==> src/rtl/adc_fmt_pkg.sv <==
// Package: shared sizes for the ADC output formatter.
// Assumes the raw sample is wider than the output word and at most 32 bits.
package adc_fmt_pkg;
    localparam int DW     = 14;   // formatted word width
    localparam int RAW_W  = 16;   // signed converter result width
    localparam int NCH    = 4;    // channel count
    localparam int TP_HI_W = DW - 8;
endpackage

==> src/rtl/fmt_lane.sv <==
// Module: fmt_lane
// Formats one channel combinationally: clamp, offset binary, optional
// MSB flip (two's complement), optional LSB-XOR randomizer, and the test
// pattern override. Assumes RAW_W > DW and RAW_W <= 32.
module fmt_lane #(
    parameter int DW    = 14,
    parameter int RAW_W = 16
) (
    input  logic [RAW_W-1:0] raw,
    input  logic             twos,
    input  logic             rnd,
    input  logic             tp_en,
    input  logic [DW-1:0]    tp,
    output logic [DW-1:0]    word
);
    localparam int HI_LIM = (2 ** (DW - 1)) - 1;
    localparam int LO_LIM = -(2 ** (DW - 1));

    logic signed [RAW_W-1:0] s_raw;
    logic [DW-1:0] ob;
    logic [DW-1:0] fmt;
    logic [DW-1:0] scr;

    assign s_raw = $signed(raw);

    // Saturate to the word range and encode as offset binary.
    always_comb begin
        if (int'(s_raw) > HI_LIM) begin
            ob = '1;
        end else if (int'(s_raw) < LO_LIM) begin
            ob = '0;
        end else begin
            ob = {~s_raw[DW-1], s_raw[DW-2:0]};
        end
    end

    // Two's complement by inverting the MSB of the offset-binary word.
    always_comb begin
        fmt = ob;
        if (twos) begin
            fmt[DW-1] = ~ob[DW-1];
        end
    end

    // Randomizer: fold the LSB into every upper bit, keep the LSB itself.
    always_comb begin
        scr = fmt;
        if (rnd) begin
            scr[DW-1:1] = fmt[DW-1:1] ^ {(DW-1){fmt[0]}};
        end
    end

    // Test pattern wins over every other mode.
    assign word = tp_en ? tp : scr;
endmodule

==> src/rtl/fmt_out_stage.sv <==
// Module: fmt_out_stage
// The single register stage of the formatter. It captures formatted words,
// valid and the enable flag on each valid sample; when the sample is taken
// with the disable bit set, it blanks the words and drops valid and enable.
// Assumes the words at its input were built from the same cycle's controls.
module fmt_out_stage #(
    parameter int W = 56
) (
    input  logic         clk,
    input  logic         rst_n,
    input  logic         smp_valid,
    input  logic         dis,
    input  logic [W-1:0] words_d,
    output logic         valid_q,
    output logic         en_q,
    output logic [W-1:0] words_q
);
    // Capture on sample boundaries; hold words and enable between samples.
    always_ff @(posedge clk) begin
        if (!rst_n) begin
            valid_q <= 1'b0;
            en_q    <= 1'b0;
            words_q <= '0;
        end else if (smp_valid) begin
            valid_q <= ~dis;
            en_q    <= ~dis;
            words_q <= dis ? '0 : words_d;
        end else begin
            valid_q <= 1'b0;
        end
    end

    AST_BLANK_WHEN_OFF: assert property (@(posedge clk) disable iff (!rst_n)
        !en_q |-> (!valid_q && words_q == '0));
endmodule

==> src/rtl/derand_lane.sv <==
// Module: derand_lane
// Receive-side decoder for one lane: removes the randomizer first, then
// undoes the MSB flip, giving the offset-binary code. Purely combinational.
module derand_lane #(
    parameter int DW = 14
) (
    input  logic [DW-1:0] enc,
    input  logic          rx_twos,
    input  logic          rx_rand,
    output logic [DW-1:0] dec
);
    logic [DW-1:0] unscr;

    // Undo the randomizer; the LSB travels unchanged so it is the key.
    always_comb begin
        unscr = enc;
        if (rx_rand) begin
            unscr[DW-1:1] = enc[DW-1:1] ^ {(DW-1){enc[0]}};
        end
    end

    // Undo two's complement by flipping the MSB back.
    always_comb begin
        dec = unscr;
        if (rx_twos) begin
            dec[DW-1] = ~unscr[DW-1];
        end
    end

    // With both modes off the decoder must be transparent.
    always_comb begin
        if (!rx_twos && !rx_rand) begin
            AST_DEC_PASS: assert (dec == enc);
        end
    end
endmodule

==> src/rtl/adc_out_fmt.sv <==
// Module: adc_out_fmt
// Top of the ADC output formatter. It builds the test word, formats every
// lane in parallel, registers the result once, and decodes the registered
// words for receive-side checking. Assumes in_valid is shared by all lanes
// and that the control fields are meaningful in every in_valid cycle.
module adc_out_fmt
    import adc_fmt_pkg::*;
(
    input  logic                 clk,
    input  logic                 rst_n,
    input  logic                 in_valid,
    input  logic [NCH*RAW_W-1:0] in_samples,
    input  logic                 cfg_twos,
    input  logic                 cfg_rand,
    input  logic                 cfg_tp_en,
    input  logic [TP_HI_W-1:0]   cfg_tp_hi,
    input  logic [7:0]           cfg_tp_lo,
    input  logic                 cfg_out_dis,
    input  logic                 rx_twos,
    input  logic                 rx_rand,
    output logic                 out_valid,
    output logic [NCH*DW-1:0]    out_words,
    output logic                 out_en,
    output logic [NCH*DW-1:0]    dec_words
);
    localparam int WORDS_W = NCH * DW;

    logic [DW-1:0]      tp_word;
    logic [WORDS_W-1:0] fmt_words;

    // Join the two pattern bytes into one word.
    assign tp_word = {cfg_tp_hi, cfg_tp_lo};

    // One formatter and one decoder per channel.
    for (genvar c = 0; c < NCH; c++) begin : g_lane
        fmt_lane #(.DW(DW), .RAW_W(RAW_W)) u_fmt (
            .raw   (in_samples[c*RAW_W +: RAW_W]),
            .twos  (cfg_twos),
            .rnd   (cfg_rand),
            .tp_en (cfg_tp_en),
            .tp    (tp_word),
            .word  (fmt_words[c*DW +: DW])
        );

        derand_lane #(.DW(DW)) u_dec (
            .enc     (out_words[c*DW +: DW]),
            .rx_twos (rx_twos),
            .rx_rand (rx_rand),
            .dec     (dec_words[c*DW +: DW])
        );
    end

    fmt_out_stage #(.W(WORDS_W)) u_stage (
        .clk       (clk),
        .rst_n     (rst_n),
        .smp_valid (in_valid),
        .dis       (cfg_out_dis),
        .words_d   (fmt_words),
        .valid_q   (out_valid),
        .en_q      (out_en),
        .words_q   (out_words)
    );

    AST_ONE_CYCLE_LATENCY: assert property (@(posedge clk) disable iff (!rst_n)
        (in_valid && !cfg_out_dis) |=> (out_valid && out_en));

    AST_DISABLE_QUIET: assert property (@(posedge clk) disable iff (!rst_n)
        (in_valid && cfg_out_dis) |=> (!out_valid && !out_en && out_words == '0));

    AST_TP_OVERRIDE: assert property (@(posedge clk) disable iff (!rst_n)
        (in_valid && cfg_tp_en && !cfg_out_dis) |=>
        (out_words == {NCH{$past({cfg_tp_hi, cfg_tp_lo})}}));

    AST_IDLE_HOLD: assert property (@(posedge clk) disable iff (!rst_n)
        !in_valid |=> (!out_valid && $stable(out_words) && $stable(out_en)));
endmodule

==> config.mk <==
export PLATFORM = sky130hd
export DESIGN_NAME = adc_out_fmt
export DESIGN_NICKNAME = d
export VERILOG_FILES = /design/src/rtl/adc_fmt_pkg.sv /design/src/rtl/fmt_lane.sv /design/src/rtl/fmt_out_stage.sv /design/src/rtl/derand_lane.sv /design/src/rtl/adc_out_fmt.sv
export SDC_FILE = /design/constraint.sdc
export NUM_CORES = 1
export LEC_CHECK = 0
export ABC_CLOCK_PERIOD_IN_PS = 1200
export BUFFER_PORTS_ARGS = -buffer_cell sky130_fd_sc_hd__buf_2
export CAP_MARGIN = 10
export CELL_PAD_IN_SITES_DETAIL_PLACEMENT = 0
export CELL_PAD_IN_SITES_GLOBAL_PLACEMENT = 1
export CORE_MARGIN = 4
export CORE_UTILIZATION = 28
export CTS_BUF_LIST = sky130_fd_sc_hd__clkbuf_16
export DETAILED_ROUTE_END_ITERATION = 12
export GPL_TIMING_DRIVEN = 0
export PLACE_DENSITY = 0.87
export REMOVE_ABC_BUFFERS = 1
export SLEW_MARGIN = 20
export SYNTH_ARGS = -nofsm -noshare
export SYNTH_HDL_FRONTEND = slang
export SYNTH_SLANG_ARGS = --single-unit
==> constraint.sdc <==
create_clock -name clk -period 1.2 [get_ports clk]
set_input_delay 0.12 -clock clk [delete_from_list [all_inputs] [get_ports clk]]
set_output_delay 0.12 -clock clk [all_outputs]
set_load 0.03 [all_outputs]
==> impl_metrics.json, run 1 <==
{
  "rows": 41,
  "gr-usage-all-layers_pct": 20.7,
  "synthSimpleGateAreaFrac_pct": 14.4,
  "syn_to_final_growth_pct": 70.8,
  "fin_skew_ns": 0,
  "power_uw": 7160,
  "yosys-top-cells-count": "dfxtp_1 (58), xnor2_1 (52), nand2_1 (51)",
  "finalNetCount": 744,
  "vdd_drop_max_v": 0.000531,
  "cts.clk_slew.worst_paths_ns": 0.06,
  "drt-total-wl_mm": 16.5,
  "start_kind": "register",
  "crit_required_ns": 1.08,
  "arrival_ns": 1.25,
  "nFillCells": 1181,
  "drcViolationCount": 0,
  "first_pass_iters": 4,
  "grt_max_degree": 28,
  "grt-ovfl-total": 0,
  "end_kind": "primary output",
  "grt_pass1_wl_mm": 24.0,
  "place.gp.congestion": 0.819,
  "synth_area_um2": 3730,
  "finalInstanceArea_um2": 6370,
  "layout.area.seq_um2": 1190,
  "power_leakage_uw": 0.00287,
  "maxCapViolCount": 0,
  "synth_area_leaders": "dfxtp_1 (31%), xnor2_1 (12%), a221oi_1 (5.6%)",
  "cts_buffer_depth": 2,
  "drt-initial-drc-count": 374,
  "synth_top_area_cell": "dfxtp_1",
  "worstSetupPathType": "reg2out",
  "rsz0062_at_grt": "true",
  "layout-drive-gt1-share_pct": 50.3,
  "synthMuxAreaShare_pct": 0,
  "synth_top_family_by_area": "compound AO/OA/AOI/OAI gates",
  "ant_nets": 0,
  "powerDensity_nw_per_um2": 1120,
  "clock_sinks": 58,
  "place_area_um2": 4810,
  "die-height_um": 123,
  "synth_cell_types": 45,
  "synth_compound_area_share_pct": 34.1,
  "setup_viol": 52,
  "status": "finished with violations",
  "slew_headroom_pct": 59.6,
  "synth-xor-area-share_pct": 14.1,
  "cts_tree": "done",
  "die_area_um2": 15200,
  "async_flop_share_pct": 0,
  "fmax_mhz": 731,
  "yosysMostFrequentCell": "dfxtp_1",
  "start_util_pct": 29.1,
  "synth_edf_count": 0,
  "syn_inst": 465,
  "die_x_um": 123,
  "multi_input_comb_area_um2": 3160,
  "cts-root-buf": "clkbuf_16",
  "io-pin-count": 201,
  "hpwl_mm": 11.2,
  "port_buffers": 200,
  "ys_warn_count": 0,
  "r2r_slack_ns": 0.37,
  "failed_checks": "setup timing",
  "min_period_ns": 1.37,
  "synthAdderAreaFrac_pct": 0,
  "seq_area_frac_synth_pct": 31.2,
  "syn_avg_cell_area_um2": 8.02,
  "worst_skew_pair.late_latency_ns": 0.32,
  "dr_total_vias": 4492,
  "setup_slack_ns": -0.168,
  "htreeDepth": 3,
  "finalHoldViolations": 0,
  "antenna_found_initial": 0,
  "synth_seq_cells": 58,
  "post_drt_wl_per_cell_um": 19.7,
  "synth_top_area_share_pct": 31.2,
  "holdCritPathClass": "in2reg",
  "cts_buffers": 9,
  "drv_slew": 0,
  "design.core.area_um2": 12800,
  "crit_path_max_fanout": 6,
  "tightest_slew_ns": 0.606,
  "grt_pass1_vias": 4370,
  "vias_per_cell": 5.38,
  "synth_flop_cell": "dfxtp_1",
  "finalCritPeriodShare_pct": 114
}
==> cell type report <==
class	count	share of cell area, %
antenna	1	0.0393
clock buffer	9	3.54
clock inverter	7	1.61
inverter	4	0.334
multi-input combinational	366	49.6
sequential	58	18.7
tap	172	3.38
timing repair buffer	217	22.7
timing repair inverter	1	0.118
==> worst max-delay path, cell delays in order (launching register included) <==
cell and delay [ns]:
dfxtp_4 0.40, nand2_4 0.15, xnor2_2 0.19, buf_4 0.18
==> through the flow <==
stage | std cells | utilization, % | setup WS [ns] | setup TNS (ns) | hold slack (ns)
3_3_place_gp | 796 | 36.8 | -2.75 | -162.11 | 0.416
4_1_cts | 831 | 46.1 | -0.176 | -7.66 | 0.0807
5_1_grt | 834 | 49.6 | -0.231 | -10.38 | 0.104
2_1_floorplan | 424 | - | -1.26 | -106.42 | 0.310
6_report | 835 | 49.6 | -0.168 | -7.50 | 0.0862
3_5_place_dp | 799 | 37.5 | -0.930 | -58.19 | 0.421
==> metal layers <==
layer / share of wire [%] / GRT usage, % / vias to the layer above
met5: 0 / 0 / -
met4: 2.2 / 7.20 / 0
met3: 8.5 / 5.90 / 31
met2: 50 / 35.5 / 213
met1: 39 / 24.7 / 2138
li1: - / - / 2110
==> state kept, by name, indices dropped and copies added (netlist names) <==
name             flops
u_stage.en_q         1
u_stage.words_q     56
u_stage.valid_q      1
==> kinds of logic (layout without fill, tap and decap cells) <==
group / Yosys count / in the layout
buf+inv: 45 / 238
flops: 58 / 58
simple gates: 121 / 125
compound gates: 181 / 181
xor+xnor: 60 / 60
other cells: 0 / 1
==> where the power goes <==
| group | total (µW) | internal (µW) | switching, µW |
|---|---|---|---|
| logic | 2150 | 874 | 1280 |
| clock network | 2840 | 1830 | 1000 |
| registers | 2170 | 2020 | 146 |
| total | 7160 | 4730 | 2430 |
==> placed cells by master, fill, tap and decap left out, drive strengths merged, types with 12 or more instances in the layout <==
master,count
dfxtp,58
nand2,55
a221oi,24
a211oi,12
nor2,42
and2,12
buf,215
a311oi,12
xnor2,52
o21ai,62
a22oi,24
o21a,12
==> final timing paths <==
path | startpoint | end | cells after the start
setup / recovery | u_stage.words_q[42] | dec_words[52] | 3
hold / removal | in_samples[12] | u_stage.words_q[12] | 3
hold reg to reg | u_stage.en_q | u_stage.en_q | 2
setup reg to reg | u_stage.words_q[0] | u_stage.words_q[0] | 2
==> repair_timing <==
action | 4_1_cts | 5_1_grt
hold buffers | 0 | 0
pin swaps | 7 | 5
resized for setup | 168 | 64
gates cloned | 5 | 0
setup buffers | 11 | 3
endpoints found under the setup margin | 104 | 100
(Power assumes the default switching activity.)
==> inputs of run 2 (changes only) <==
ABC_CLOCK_PERIOD_IN_PS = 1300   (was 1200)
CORE_UTILIZATION = 31   (was 28)
PLACE_DENSITY = 0.91   (was 0.87)
clock period = 1.3 ns   (was 1.2 ns; I/O delays follow)
==> run 2 against run 1 <==
Net effect: first-iteration DRC count is 17% higher; sequential power is 8% lower; sequential share of layout area is 0.63 points higher; critical endpoint is now dec_words[26]; clock-buffer cell count stayed put; the flow still finishes with violations (setup timing); clock power is 19% lower; final cell count is 4.7% lower; die area is 9.1% lower; via count is 1.3% lower; register-to-register slack better by 0.13 ns; global-route usage is 0.47 points higher; flip-flop and latch count stayed put; setup slack better by 0.076 ns.
==> impl_metrics.json, run 2 (same netlist as run 1, synthesis figures left out) <==
{
  "largest_reg_flops": 56,
  "status": "finished with violations",
  "use_met3_pct": 4.90,
  "slew_headroom_pct": 54.9,
  "rows": 39,
  "worstSetupPathType": "reg2out",
  "design.core.area_um2": 11600,
  "setup_slack_ns": -0.0921,
  "rsz0062_at_grt": "true",
  "die_area_um2": 13800,
  "drt-initial-drc-count": 439,
  "gr-usage-all-layers_pct": 21.2,
  "final_common_cell": "buf_2",
  "layout-drive-gt1-share_pct": 49.3,
  "grt_max_degree": 33,
  "fin_skew_ns": 0,
  "start_util_pct": 32.1,
  "port_buffers": 200,
  "antenna_cells": 0,
  "vias_per_cell": 5.57,
  "syn_to_final_growth_pct": 64.6,
  "place.gp.congestion": 0.792,
  "finalCritPeriodShare_pct": 107,
  "cts_buffers": 9,
  "min_period_ns": 1.39,
  "place_area_um2": 4740,
  "cts_buffer_depth": 2,
  "drv_slew": 0,
  "finalHoldViolations": 0,
  "first_pass_iters": 5,
  "crit_path_max_fanout": 6,
  "cts-root-buf": "clkbuf_16",
  "reg_top3": "u_stage.words_q x56, u_stage.en_q x1, u_stage.valid_q x1",
  "holdCritPathClass": "in2reg",
  "power_uw": 6220,
  "use_met1_pct": 27.3,
  "end_kind": "primary output",
  "worst_skew_pair.late_latency_ns": 0.31,
  "finalNetCount": 735,
  "setup_viol": 49,
  "nFillCells": 1066,
  "tightest_slew_ns": 0.675,
  "cts_tree": "done",
  "hold_buffers": 0,
  "post_drt_wl_per_cell_um": 19.5,
  "failed_checks": "setup timing",
  "die_x_um": 118,
  "dr_total_vias": 4435,
  "hpwl_mm": 10.8,
  "top_usage_layer": "met2",
  "layout_common_cells": "buf_2 (146), dfxtp_1 (50), nand2_1 (43), nor2_1 (42), xnor2_2 (36)",
  "start_kind": "register",
  "htreeDepth": 3,
  "clock_sinks": 58,
  "grt_pass1_vias": 4118,
  "grt_pass1_wl_mm": 23.4,
  "ant_nets": 0,
  "top_register": "u_stage.words_q",
  "grt-ovfl-total": 0,
  "powerDensity_nw_per_um2": 1010,
  "io-pin-count": 201,
  "use_met2_pct": 35.8,
  "drt-total-wl_mm": 15.5,
  "power_leakage_uw": 0.00282,
  "drcViolationCount": 0,
  "vdd_drop_max_v": 0.000504,
  "cts.clk_slew.worst_paths_ns": 0.06,
  "arrival_ns": 1.26,
  "finalInstanceArea_um2": 6130,
  "antenna_found_initial": 1,
  "crit_required_ns": 1.17,
  "maxCapViolCount": 0,
  "die-height_um": 118,
  "fmax_mhz": 718
}
==> run 2: cell types whose count changed in the layout (fill, tap and decap cells not counted), sizes merged <==
cell and change:
clkbuf -2, diode -1, clkinvlp -1, clkinv +2, buf -7, bufinv -1
==> run 2: final timing paths <==
path                       startpoint             endpoint  slack, ns  depth (start not counted)
setup / recovery  u_stage.words_q[14]        dec_words[26]      -0.09                          3
hold reg to reg          u_stage.en_q         u_stage.en_q       0.45                          2
setup reg to reg  u_stage.words_q[42]  u_stage.words_q[42]       0.50                          3
hold / removal         in_samples[10]  u_stage.words_q[10]       0.11                          3
==> run 2: routing by layer <==
layer / routed length [µm] / vias up
li1: - / 2094
met4: 201 / 2
met1: 6670 / 2122
met2: 7620 / 196
met3: 1010 / 21
met5: 8 / -
==> run 2: worst max-delay path: stages (launching register included) <==
cell and delay (ns):
dfxtp_4 0.44, nand2_8 0.14, xnor2_2 0.20, buf_6 0.16
==> run 2: area by class of cell <==
cell class	instances	area (µm²)	area share [%]
multi-input cells	366	3120	50.8
inverters	4	21.3	0.347
clock inverters	7	61.3	1.00
repair inverters	1	7.51	0.122
flip-flops and latches	58	1180	19.3
clock buffers	9	225	3.67
repair buffers	208	1340	21.8
well taps	143	179	2.92
==> run 2: power breakdown <==
group | internal [µW] | switching (µW)
Combinational | 765 | 1160
Sequential | 1870 | 133
Clock | 1460 | 841
Total | 4090 | 2130
==> run 2: timing repair <==
item	4_1_cts	5_1_grt
pin swaps	4	2
endpoints found under the setup margin	104	70
buffers inserted	3	3
cloned	5	0
gates resized for setup	162	61
==> run 2: per-stage QoR <==
step	hold slack (ns)	utilization, %	setup TNS [ns]	cells	worst slack [ns]
after floorplan	0.320	-	-96.61	424	-1.17
after global placement	0.421	40.4	-149.76	767	-2.62
after detailed placement	0.432	40.8	-51.14	769	-0.910
after CTS	0.101	49.1	-2.94	793	-0.0874
after global routing	0.115	52.8	-5.33	796	-0.159
final	0.113	52.8	-2.85	796	-0.0921
